==> config.mk <==
export PLATFORM = sky130hd
export DESIGN_NAME = crc4_regen
export DESIGN_NICKNAME = d
export VERILOG_FILES = /design/src/rtl/e1c4_pkg.sv /design/src/rtl/e1c4_pos.sv /design/src/rtl/e1c4_crc.sv /design/src/rtl/e1c4_insert.sv /design/src/rtl/crc4_regen.sv
export SDC_FILE = /design/constraint.sdc
export NUM_CORES = 1
export LEC_CHECK = 0
export BUFFER_PORTS_ARGS = -buffer_cell sky130_fd_sc_hd__buf_2
export CAP_MARGIN = 20
export CORE_UTILIZATION = 55
export CTS_CLUSTER_DIAMETER = 50
export DETAILED_ROUTE_END_ITERATION = 10
export GPL_TIMING_DRIVEN = 0
export PLACE_DENSITY = 0.76
export SLEW_MARGIN = 20
export SYNTH_ARGS = -nofsm -noshare
export SYNTH_HDL_FRONTEND = slang
export SYNTH_SLANG_ARGS = --single-unit
export TNS_END_PERCENT = 30
==> constraint.sdc <==
create_clock -name clk -period 3.8 [get_ports clk]
set_clock_uncertainty 0.2 [all_clocks]
set_input_delay 0.38 -clock clk [delete_from_list [all_inputs] [get_ports clk]]
set_output_delay 0.38 -clock clk [all_outputs]
set_load 0.02 [all_outputs]
==> src/rtl/e1c4_pkg.sv <==
package e1c4_pkg;
   typedef enum logic [1:0] {
      CM_PASS = 2'b00,
      CM_CALC = 2'b01,
      CM_PROG = 2'b10,
      CM_RSVD = 2'b11
   } crc_mode_e;
endpackage

==> src/rtl/e1c4_pos.sv <==
// Tracks the bit and frame position and flags check-bit slots.
module e1c4_pos #(
   parameter int FRAME_BITS = 256,
   parameter int SMF_FRAMES = 8,
   parameter int SMF_COUNT  = 2,
   localparam int BIT_W     = $clog2(FRAME_BITS),
   localparam int FRM_W     = $clog2(SMF_FRAMES * SMF_COUNT),
   localparam int SMF_W     = $clog2(SMF_FRAMES),
   localparam int SLOT_W    = SMF_W - 1
) (
   input  logic              clk,
   input  logic              rst_n,
   input  logic              frame_mark,
   input  logic              mfrm_mark,
   output logic              lock_now,
   output logic              was_locked,
   output logic              smf_bnd,
   output logic              cpos,
   output logic [SLOT_W-1:0] slot
);
   logic [BIT_W-1:0] bit_q, bit_c;
   logic [FRM_W-1:0] frm_q, frm_c;
   logic             locked_q;

   always_comb begin
      bit_c = frame_mark ? '0 : bit_q;
      if (mfrm_mark)       frm_c = '0;
      else if (frame_mark) frm_c = frm_q + 1'b1;
      else                 frm_c = frm_q;
   end

   assign lock_now   = locked_q | mfrm_mark;
   assign was_locked = locked_q;
   assign smf_bnd    = lock_now && (bit_c == '0) && (frm_c[SMF_W-1:0] == '0);
   assign cpos       = lock_now && (bit_c == '0) && !frm_c[0];
   assign slot       = frm_c[SMF_W-1:1];

   always_ff @(posedge clk) begin
      if (!rst_n) begin
         bit_q    <= '0;
         frm_q    <= '0;
         locked_q <= 1'b0;
      end else begin
         bit_q    <= bit_c + 1'b1;
         frm_q    <= frm_c;
         locked_q <= lock_now;
      end
   end
endmodule

==> src/rtl/e1c4_crc.sv <==
// Serial remainder engine, restarted at each sub-multiframe boundary.
module e1c4_crc #(
   parameter int               CRC_W = 4,
   parameter logic [CRC_W-1:0] POLY  = 4'h3
) (
   input  logic             clk,
   input  logic             rst_n,
   input  logic             bit_d,
   input  logic             smf_bnd,
   output logic [CRC_W-1:0] crc_now,
   output logic [CRC_W-1:0] crc_hold
);
   logic [CRC_W-1:0] run_q, cur, nxt;
   logic             fb;

   assign cur = smf_bnd ? '0 : run_q;
   assign fb  = cur[CRC_W-1] ^ bit_d;

   for (genvar i = 0; i < CRC_W; i++) begin : g_tap
      if (i == 0) begin : g_lsb
         assign nxt[i] = POLY[i] & fb;
      end else begin : g_up
         assign nxt[i] = cur[i-1] ^ (POLY[i] & fb);
      end
   end

   assign crc_now = smf_bnd ? run_q : crc_hold;

   always_ff @(posedge clk) begin
      if (!rst_n) begin
         run_q    <= '0;
         crc_hold <= '0;
      end else begin
         run_q <= nxt;
         if (smf_bnd) crc_hold <= run_q;
      end
   end
endmodule

==> src/rtl/e1c4_insert.sv <==
// Latches the policy per sub-multiframe and drives the registered output.
module e1c4_insert
   import e1c4_pkg::*;
#(
   parameter int CRC_W  = 4,
   parameter int SLOT_W = 2
) (
   input  logic              clk,
   input  logic              rst_n,
   input  logic              ser_in,
   input  logic              smf_bnd,
   input  logic              cpos,
   input  logic [SLOT_W-1:0] slot,
   input  logic              was_locked,
   input  logic [1:0]        mode_sel,
   input  logic [CRC_W-1:0]  prog_pat,
   input  logic [CRC_W-1:0]  crc_now,
   output crc_mode_e         mode_act,
   output logic              ser_out
);
   crc_mode_e         mode_eff;
   logic [CRC_W-1:0]  pat_q, pat_eff;
   logic              hv_q, hv_eff, pick;
   logic [SLOT_W-1:0] rev;

   assign mode_eff = smf_bnd ? crc_mode_e'(mode_sel) : mode_act;
   assign pat_eff  = smf_bnd ? prog_pat : pat_q;
   assign hv_eff   = smf_bnd ? was_locked : hv_q;
   assign rev      = SLOT_W'(CRC_W - 1) - slot;

   always_comb begin
      unique case (mode_eff)
         CM_CALC: pick = hv_eff ? crc_now[rev] : ser_in;
         CM_PROG: pick = pat_eff[rev];
         default: pick = ser_in;
      endcase
   end

   always_ff @(posedge clk) begin
      if (!rst_n) begin
         mode_act <= CM_PASS;
         pat_q    <= '0;
         hv_q     <= 1'b0;
         ser_out  <= 1'b0;
      end else begin
         if (smf_bnd) begin
            mode_act <= crc_mode_e'(mode_sel);
            pat_q    <= prog_pat;
            hv_q     <= was_locked;
         end
         ser_out <= cpos ? pick : ser_in;
      end
   end
endmodule

==> src/rtl/crc4_regen.sv <==
module crc4_regen
   import e1c4_pkg::*;
#(
   parameter int               FRAME_BITS = 256,
   parameter int               SMF_FRAMES = 8,
   parameter int               SMF_COUNT  = 2,
   parameter int               CRC_W      = 4,
   parameter logic [CRC_W-1:0] POLY       = 4'h3,
   localparam int              SMF_W      = $clog2(SMF_FRAMES),
   localparam int              SLOT_W     = SMF_W - 1
) (
   input  logic             clk,
   input  logic             rst_n,
   input  logic             ser_in,
   input  logic             frame_mark,
   input  logic             mfrm_mark,
   input  logic [1:0]       mode_sel,
   input  logic [CRC_W-1:0] prog_pat,
   output logic             ser_out
);
   if ((1 << $clog2(FRAME_BITS)) != FRAME_BITS) begin : g_bad_frame
      $error("FRAME_BITS must be a power of two");
   end
   if ((1 << SMF_W) != SMF_FRAMES || SMF_FRAMES != 2 * CRC_W) begin : g_bad_smf
      $error("SMF_FRAMES must be a power of two equal to 2*CRC_W");
   end
   if ((1 << $clog2(SMF_COUNT)) != SMF_COUNT) begin : g_bad_cnt
      $error("SMF_COUNT must be a power of two");
   end

   logic              lock_now, was_locked, smf_bnd, cpos;
   logic [SLOT_W-1:0] slot;
   logic [CRC_W-1:0]  crc_now, crc_hold;
   crc_mode_e         mode_act;

   e1c4_pos #(.FRAME_BITS(FRAME_BITS), .SMF_FRAMES(SMF_FRAMES), .SMF_COUNT(SMF_COUNT)) pos_i (
      .clk(clk), .rst_n(rst_n), .frame_mark(frame_mark), .mfrm_mark(mfrm_mark),
      .lock_now(lock_now), .was_locked(was_locked), .smf_bnd(smf_bnd),
      .cpos(cpos), .slot(slot)
   );

   e1c4_crc #(.CRC_W(CRC_W), .POLY(POLY)) crc_i (
      .clk(clk), .rst_n(rst_n), .bit_d(cpos ? 1'b0 : ser_in), .smf_bnd(smf_bnd),
      .crc_now(crc_now), .crc_hold(crc_hold)
   );

   e1c4_insert #(.CRC_W(CRC_W), .SLOT_W(SLOT_W)) ins_i (
      .clk(clk), .rst_n(rst_n), .ser_in(ser_in), .smf_bnd(smf_bnd), .cpos(cpos),
      .slot(slot), .was_locked(was_locked), .mode_sel(mode_sel), .prog_pat(prog_pat),
      .crc_now(crc_now), .mode_act(mode_act), .ser_out(ser_out)
   );
endmodule

## After elaboration in Yosys (flattened, before gate mapping)

Index checks and enable logic that the tools add are counted.

| storage, ports and cells | value |
|---|---|
| register bits | 29 |
| output and inout bits | 1 |
| word-level logic and storage cells | 45 |

| cells by class | value |
|---|---|
| $add $sub $neg | 3 |
| reduce and logical (&&, ||, !) cells | 8 |
| $lt $le $gt $ge | 1 |
| equal/unequal tests | 2 |
| muxes and demuxes | 16 |
| bitwise logic cells | 4 |

Operators by type and width:

| kind | number |
|---|---|
| $mux 4 | 3 |
| $add 8x1->8 const B | 1 |
| $logic_not 8->1 | 1 |
| $mux 8 | 1 |
| $mux 1 | 6 |
| $mux 3 | 2 |
| $add 4x1->4 const B | 1 |
| $bmux 1 s2 | 2 |
| $reduce_or 2->1 | 2 |
| $logic_and 1x1->1 | 3 |
| $logic_not 3->1 | 1 |
| $lt 2x3->1 const B | 1 |
| $eq 2x1->1 const B | 1 |
| $eq 2x2->1 const B | 1 |
| $mux 2 | 1 |
| $pmux 1 s2 | 1 |
| $sub 2x2->2 const A | 1 |
| $xor 1x1->1 | 2 |
| $logic_not 1->1 | 1 |
| $not 1->1 | 1 |
| $or 1x1->1 | 1 |

## Logic depth before layout (Yosys ltp)

Gate-level depths: netlist of run 1.

| logic depth | value |
|---|---|
| word-level depth | 11 |
| gate-level depth with buffers | 15 |
| depth with buffers taken out | 12 |

## By module

From an unflattened synthesis of run 1, not the netlist that was laid out.

| unflattened totals | value |
|---|---|
| cells, all modules | 137 |
| area, all modules | 1377.6 um^2 |

Modules (own cells, without submodules):

| module | cells an instance | seq. area each (um^2) | instances | area an instance (um^2) |
|---|---|---|---|---|
| e1c4_pos | 68 | 240.2 | 1 | 608.1 |
| e1c4_insert | 42 | 160.2 | 1 | 454.2 |
| e1c4_crc | 26 | 160.2 | 1 | 301.5 |
| crc4_regen | 1 | 0.0 | 1 | 13.8 |

## Worst setup path after synthesis of run 1

Ideal clock, no wire load.

| timing | value |
|---|---|
| path type | input port to flip-flop |
| from | input port frame_mark |
| to | register ins_i.ser_out |
| setup slack | 0.701 ns |
| data arrival time | 2.825 ns |
| stages | 14 |
| buffers on the path | 3 |
| setup time | 0.074 ns |
| cells stage by stage | buf_6 -> buf_6 -> nand2b_1 -> ha_1 -> nor4b_4 -> a22oi_2 -> or3_1 -> buf_6 -> mux2i_2 -> inv_1 -> ha_1 -> o31ai_1 -> o2111ai_1 -> o22ai_2 |

| between the ends | value |
|---|---|
| elaborated cells on any way between the ends | 23 |

RTL lines:

| element | line | source |
|---|---|---|
| start: declaration | crc4_regen.sv:15 | `input logic frame_mark,` |
| $mux 8 / $mux 3 (equally long branches) | e1c4_pos.sv:26, e1c4_pos.sv:28 |  |
| $logic_not 8->1 / $mux 3 (equally long branches) | e1c4_pos.sv:34, e1c4_pos.sv:27 |  |
| $logic_and 1x1->1 / $logic_not 3->1 (equally long branches) | e1c4_pos.sv:34 | `assign smf_bnd = lock_now && (bit_c == '0) && (frm_c[SMF_W-1:0] == '0);` |
| $logic_and 1x1->1 (*) | e1c4_pos.sv:34 |  |
| $mux 2 (*) | - |  |
| via ins_i.mode_eff[1] | e1c4_insert.sv:21 | `crc_mode_e mode_eff;` |
| $eq 2x2->1 / $eq 2x1->1 (equally long branches) | e1c4_insert.sv:32 | `unique case (mode_eff)` |
| $pmux 1 s2 (*) | e1c4_insert.sv:32 |  |
| $mux 1 (*) | e1c4_insert.sv:51 | `ser_out <= cpos ? pick : ser_in;` |
| end signal: assignment | e1c4_insert.sv:51 |  |
| end: declaration | e1c4_insert.sv:19 | `output logic ser_out` |

The timed path passes the listed nets; every way through them passes the cells marked *. The select of a mux whose other input is x is not followed.
A chain may end at the register's enable or synchronous reset.

## Worst setup path after layout of run 1

| timing | value |
|---|---|
| from | register pos_i.bit_q[0] |
| to | register ins_i.ser_out |

| between the ends | value |
|---|---|
| elaborated cells on any way between the ends | 18 |

RTL lines:

| element | line | source |
|---|---|---|
| start: declaration | e1c4_pos.sv:21 | `logic [BIT_W-1:0] bit_q, bit_c;` |
| start signal: assignment | e1c4_pos.sv:44 | `bit_q <= bit_c + 1'b1;` |
| $mux 8 (*) | e1c4_pos.sv:26 | `bit_c = frame_mark ? '0 : bit_q;` |
| $logic_not 8->1 (*) | e1c4_pos.sv:34 |  |
| $logic_and 1x1->1 (*) (2 in a row) | e1c4_pos.sv:34 |  |
| $mux 2 (*) | - |  |
| via ins_i.mode_eff[1] | e1c4_insert.sv:21 |  |
| $eq 2x2->1 / $eq 2x1->1 (equally long branches) | e1c4_insert.sv:32 |  |
| $pmux 1 s2 (*) | e1c4_insert.sv:32 |  |
| $mux 1 (*) | e1c4_insert.sv:51 |  |

Marks and branches as above.

==> reports/metrics.yaml, run 1 <==
crit_family: "simple AND/OR/NAND/NOR gates"
worstPathCellList: "nor2b_1, inv_1, ha_1, nor4b_4, a22oi_2, or3_1, buf_6, mux2i_2, inv_1, ha_1, o31ai_1, o2111ai_1, o22ai_2"
post_cts_buffers: 0
p_per_area_nw_per_um2: 349
arrival_ps: 3240
syn_area_per_cell_um2: 9.01
slew-limit-headroom: 0.519
drive_gt1_frac: 0.133
ctsHtreeMaxLevel: 1
cp_max_fo: 7
tightest_slew_ps: 715
path_clk_slew_ps: 150
total_power_mw: 0.515
io_buffers: 9
crit_path_start_kind: "register"
root_buffer: "clkbuf_4"
crit_required_ps: 3870
muxShareOfSynthArea: 0.0356
clock_sinks: 27
synth.largest_area_cell: "dfxtp_1"
fin_crit_sh: 0.835
timing.rr.start: "pos_i.bit_q[0]$_SDFF_PN0_"
synth.distinct_cells: 44
antenna_found_initial: 0
first_pass_iters: 5
finalCriticalPeriod_ps: 3170
ant_nets: 0
dp_hpwl_mm: 2.01
yosysWarnings: 0
cts_tree: "built"
setup_violations: 0
nets: 182
grt-ovfl-total: 0
wire_per_inst_um: 13.8
cap_violations: 0
clk_latency_ps: 320
crit_cells: 13
cp_slowest_cell: "or3_1"
async_flop_share: 0
endpoint: "ins_i.ser_out$_SDFF_PN0_"
critical_path_buf_inv_count: 3
gr-usage-all-layers: 0.223
synth_cells: 152
cts_hold_buffers: 0
multi_input_area_um2: 738
hold_violations: 0
ir_drop_mv: 0.232
cts_buffers: 3
dr.first_iter.drc_count: 32
io_pins: 12
whs_ps: 68.8
synth_seq_cells: 27
synth-simple-area-share: 0.219
crit_path_start: "pos_i.bit_q[0]$_SDFF_PN0_"
n_fill_cell: 199
critPathKind: "reg2reg"
dpl_cell_area_um2: 1450
status: "completed"
synth_top_family_by_area: "simple AND/OR/NAND/NOR gates"
antenna_cells: 0
min-delay-path-class: "in2reg"
synthFlopType: "dfxtp_1"
syn-num-nets: 168
synth_seq_area_share: 0.395
avgViaCountPerCell: 5.98
synth-compound-area-share: 0.181
p_leak_nw: 0.632
synth_edf_count: 0
drv_slew: 0
dieHeight_um: 51.9
grt_pass1_vias: 1058
syn_area_um2: 1370
synth_fa_ha_area_frac: 0.0457
die_area_um2: 2690
fin_area_um2: 1480
vias: 1155
core_um2: 2280
crit_path_max_incr_delay_ps: 390
die_w_um: 51.9
synthXorXnorAreaFrac: 0.0576
initial_utilization: 0.601
r2r_end: "ins_i.ser_out$_SDFF_PN0_"
place_congestion: 0.842
synth.top_cell.area_share: 0.395
fmax_ghz: 0.315
cts_buffer_depth: 2
grt_pass1_wl_mm: 4.49
post_cts_resized: 0
routed_wirelength_mm: 2.66
worstSetupEndpointType: "register"
rsz0062_at_grt: "false"
area_growth_pct: 7.77
ff2ff_path_depth: 13
rrSetupSlack_ps: 630
synth_area_leaders: "dfxtp_1, ha_1, nand2_1, a21oi_1, xor2_1"
num_rows: 17
regArea_um2: 541
final.setup.tns_ps: 0
grt_max_degree: 15
drc: 0
## layer usage
metal / GRT usage / up-vias / share of wire
li1: - / 568 / -
met1: 0.304 / 544 / 0.49
met2: 0.357 / 37 / 0.45
met3: 0.0322 / 6 / 0.049
met4: 0.0766 / 0 / 0.011
met5: 0 / - / 0
## cells by family after synthesis
logic type,count (synthesis)
flip-flops,27
multiplexers,4
adder cells (fa/ha/maj),5
buffers and inverters,17
AO/OA/AOI/OAI,33
AND/OR/NAND/NOR,57
XOR/XNOR,9
## cell type report
| type | count | area share |
|---|---|---|
| Buffer | 6 | 0.0331 |
| Clock buffer | 4 | 0.0178 |
| Inverter | 11 | 0.0280 |
| Multi-Input combinational cell | 108 | 0.500 |
| Sequential cell | 27 | 0.366 |
| Tap cell | 28 | 0.0237 |
| Timing Repair Buffer | 9 | 0.0305 |
## cell usage after synthesis (2+ instances only)
cell type / instances
dfxtp_1: 27
nand2_1: 15
a21oi_1: 11
inv_1: 10
nor2_1: 10
nor3_1: 7
and3_1: 6
nand3_1: 6
ha_1: 5
xor2_1: 5
xnor2_1: 4
a211oi_1: 3
buf_6: 3
nand2b_1: 3
o2111a_1: 3
and2_1: 2
clkbuf_1: 2
mux2i_2: 2
nor2b_1: 2
o21ai_0: 2
## how the worst min path moves through the flow
stage	to	slack (ps)	cells past startpoint	startpoint
detailed placement	crc_i.crc_hold[2]$_SDFF_PN0_	240	2	crc_i.crc_hold[2]$_SDFF_PN0_
global route	ins_i.pat_q[2]$_SDFF_PN0_	90	3	prog_pat[2]
floorplan	crc_i.crc_hold[2]$_SDFF_PN0_	230	2	crc_i.run_q[2]$_SDFF_PP0_
CTS	ins_i.pat_q[2]$_SDFF_PN0_	70	3	prog_pat[2]
global placement	crc_i.crc_hold[1]$_SDFF_PN0_	240	2	crc_i.run_q[1]$_SDFF_PN0_
finish	ins_i.pat_q[2]$_SDFF_PN0_	70	3	prog_pat[2]
## state kept, by name, indices dropped and copies added (netlist names)
register and cells:
pos_i.bit_q 8, crc_i.crc_hold 4, crc_i.run_q 4, ins_i.pat_q 3, pos_i.frm_q 3, ins_i.mode_act 2
ins_i.hv_q 1, ins_i.ser_out 1, pos_i.was_locked 1
## cells in the final DEF, fill, tap and decap left out, types with 4 or more instances in the layout
cell / instances
dfxtp_1: 27
ha_1: 5
nand2_1: 15
xnor2_1: 4
nand3_1: 6
inv_1: 10
a21oi_1: 11
nor3_1: 7
xor2_1: 5
buf_2: 9
nor2_1: 10
and3_1: 6
## through the flow
step / std cells / utilization / setup WS, ps
3_5_place_dp: 189 / 0.637 / 389
6_report: 193 / 0.648 / 628
4_1_cts: 193 / 0.648 / 600
3_3_place_gp: 189 / 0.637 / 487
5_1_grt: 193 / 0.648 / 375
2_1_floorplan: 152 / - / 701
## worst reg2reg max path, stage by stage (launching register included)
cell,delay (ps)
dfxtp_1,350
nor2b_1,160
inv_1,60
ha_1,220
nor4b_4,260
a22oi_2,170
or3_1,390
buf_6,140
mux2i_2,220
inv_1,70
ha_1,300
o31ai_1,310
o2111ai_1,180
o22ai_2,110
## where the power goes
part           total (mW)  internal (mW)  leakage (nW)  switching (mW)
combinational      0.0891         0.0390         0.397          0.0502
clock               0.122         0.0410        0.0150          0.0807
sequential          0.304          0.296         0.220         0.00785
total               0.515          0.376         0.632           0.139
Power figures use the tool's default switching activity.
==> run 2: changes to the inputs <==
--- a/config.mk
+++ b/config.mk
@@ -7,7 +7,7 @@
 export LEC_CHECK = 0
 export BUFFER_PORTS_ARGS = -buffer_cell sky130_fd_sc_hd__buf_2
 export CAP_MARGIN = 20
-export CORE_UTILIZATION = 55
+export CORE_UTILIZATION = 52
 export CTS_CLUSTER_DIAMETER = 50
 export DETAILED_ROUTE_END_ITERATION = 10
 export GPL_TIMING_DRIVEN = 0
==> constraint.sdc (replaced) <==
create_clock -name clk -period 2.9 [get_ports clk]
set_clock_uncertainty 0.2 [all_clocks]
set_input_delay 0.29 -clock clk [delete_from_list [all_inputs] [get_ports clk]]
set_output_delay 0.29 -clock clk [all_outputs]
set_load 0.02 [all_outputs]
==> reports/metrics.yaml, run 2 (synthesis gave the netlist of run 1 again) <==
first_pass_iters: 4
grt_pass1_vias: 1064
p_leak_nw: 0.681
final.setup.tns_ps: 0
ant_nets: 0
drive_gt1_frac: 0.241
place_congestion: 0.810
wire_per_inst_um: 14.9
busiest_layer: "met2"
num_rows: 18
p_per_area_nw_per_um2: 441
tightest_slew_ps: 704
whs_path_depth: 3
arrival_ps: 2890
critPathKind: "reg2reg"
regArea_um2: 544
dieHeight_um: 53.3
crit_required_ps: 2980
cts_tree: "built"
grt-ovfl-total: 0
grt_max_degree: 17
critical_path_buf_inv_count: 2
nets: 191
cts_buffer_depth: 2
top_register: "pos_i.bit_q"
drc: 0
status: "completed"
timing.rr.start: "pos_i.bit_q[1]$_SDFF_PN0_"
grtUsageMet3: 0.0259
routed_wirelength_mm: 3.03
crit_path_max_incr_delay_ps: 390
io_pins: 12
min-delay-path-class: "in2reg"
dr.first_iter.drc_count: 30
finalCriticalPeriod_ps: 2810
ir_drop_mv: 0.314
crit_path_start_kind: "register"
cap_violations: 0
n_fill_cell: 200
slew-limit-headroom: 0.527
die_area_um2: 2840
cp_common_cell: "ha_4"
final_util: 0.663
swShare: 0.289
layout_commonest_cell: "dfxtp_1"
crit_family: "simple AND/OR/NAND/NOR gates"
grt_util_met2: 0.438
io_buffers: 9
power_switching_mw: 0.210
fmax_ghz: 0.356
ctsHtreeMaxLevel: 1
seqPwrFrac: 0.551
rsz0062_at_grt: "true"
antenna_cells: 0
hold_violations: 0
area_growth_pct: 19.9
root_buffer: "clkbuf_4"
antenna_found_initial: 0
whs_ps: 15.6
r2r_end: "ins_i.ser_out$_SDFF_PN0_"
min_to: "ins_i.pat_q[0]$_SDFF_PN0_"
pwr-share-comb: 0.212
fin_crit_sh: 0.969
clock_sinks: 27
largest_register_ffs: 8
final_cell_mix: "dfxtp_1, nand2_1, a21oi_1"
avgViaCountPerCell: 5.73
path_clk_slew_ps: 160
vias: 1168
dp_hpwl_mm: 2.17
grt_use_met1: 0.260
grt_pass1_wl_mm: 4.70
power_frac_clock: 0.237
cp_slowest_cell: "or3_1"
crit_cells: 12
worstSetupEndpointType: "register"
multi_input_area_um2: 822
initial_utilization: 0.553
clk_latency_ps: 340
drv_slew: 0
p_int_mw: 0.515
rrSetupSlack_ps: 90
ff2ff_path_depth: 12
die_w_um: 53.3
core_um2: 2480
cp_max_fo: 4
largestRegisters: "pos_i.bit_q: 8 flops, crc_i.crc_hold: 4 flops, crc_i.run_q: 4 flops"
hp-start: "prog_pat[0]"
setup_violations: 0
worstPathCellList: "nand2b_1, ha_4, nor4b_4, a22oi_2, or3_1, buf_6, mux2i_4, inv_2, ha_4, o31ai_4, o2111ai_2, o22ai_2"
gr-usage-all-layers: 0.229
cts_buffers: 3
[run 2: layout make-up]
cell class / instances / area share
Multi-Input combinational cell: 108 / 0.501
Sequential cell: 27 / 0.332
Timing Repair Buffer: 18 / 0.0716
Buffer: 6 / 0.0297
Inverter: 11 / 0.0252
Tap cell: 30 / 0.0229
Clock buffer: 3 / 0.0137
Clock inverter: 1 / 0.00457
[run 2: how the worst max path moves through the flow]
stage                              startpoint                       end  slack (ps)
floorplan                          frame_mark  ins_i.ser_out$_SDFF_PN0_          10
global placement                   frame_mark  ins_i.ser_out$_SDFF_PN0_        -160
detailed placement                 frame_mark  ins_i.ser_out$_SDFF_PN0_        -360
CTS                 pos_i.bit_q[0]$_SDFF_PN0_  ins_i.ser_out$_SDFF_PN0_           5
global route        pos_i.bit_q[0]$_SDFF_PN0_  ins_i.ser_out$_SDFF_PN0_         -30
finish              pos_i.bit_q[1]$_SDFF_PN0_  ins_i.ser_out$_SDFF_PN0_          90
[run 2: power by group through the flow]
stage | Clock, mW | Combinational, mW | Sequential, mW
finish | 0.172 | 0.154 | 0.399
global route | 0.187 | 0.168 | 0.401
CTS | 0.172 | 0.145 | 0.398
detailed placement | 0 | 0.119 | 0.406
global placement | 0 | 0.114 | 0.405
floorplan | 0 | 0.0880 | 0.406
[run 2: what timing repair did]
item                                   in CTS  in global routing
pin swaps                                   6                  7
gates resized for setup                    10                  4
setup endpoints to repair                   1                  1
hold buffers                                2                  0
endpoints found under the hold margin       2                  0
buffers inserted                            4                  3
[run 2: per-stage QoR]
step / worst slack, ps / area [um^2] / instances / power, mW
floorplan: 10.5 / 1380 / 152 / 0.494
global placement: -156 / 1460 / 191 / 0.519
detailed placement: -362 / 1460 / 191 / 0.525
CTS: 4.55 / 1600 / 201 / 0.715
global route: -34.7 / 1640 / 204 / 0.756
finish: 90.5 / 1640 / 204 / 0.725
[run 2: worst register-to-register path: cells and delay by family, from the launching register on]
kind            cells  cell delay (ps)
simple gates        3              760
buf+inv             2              210
fa+ha+maj           2              420
compound gates      4              630
mux                 1              180
flops               1              370
[run 2: layer usage]
| metal | wire [um] | vias to the layer above | part of all wire |
|---|---|---|---|
| li1 | - | 587 | - |
| met3 | 99 | 4 | 0.033 |
| met4 | 27 | 0 | 0.0089 |
| met5 | 0 | - | 0 |
| met2 | 1630 | 24 | 0.54 |
| met1 | 1280 | 553 | 0.42 |
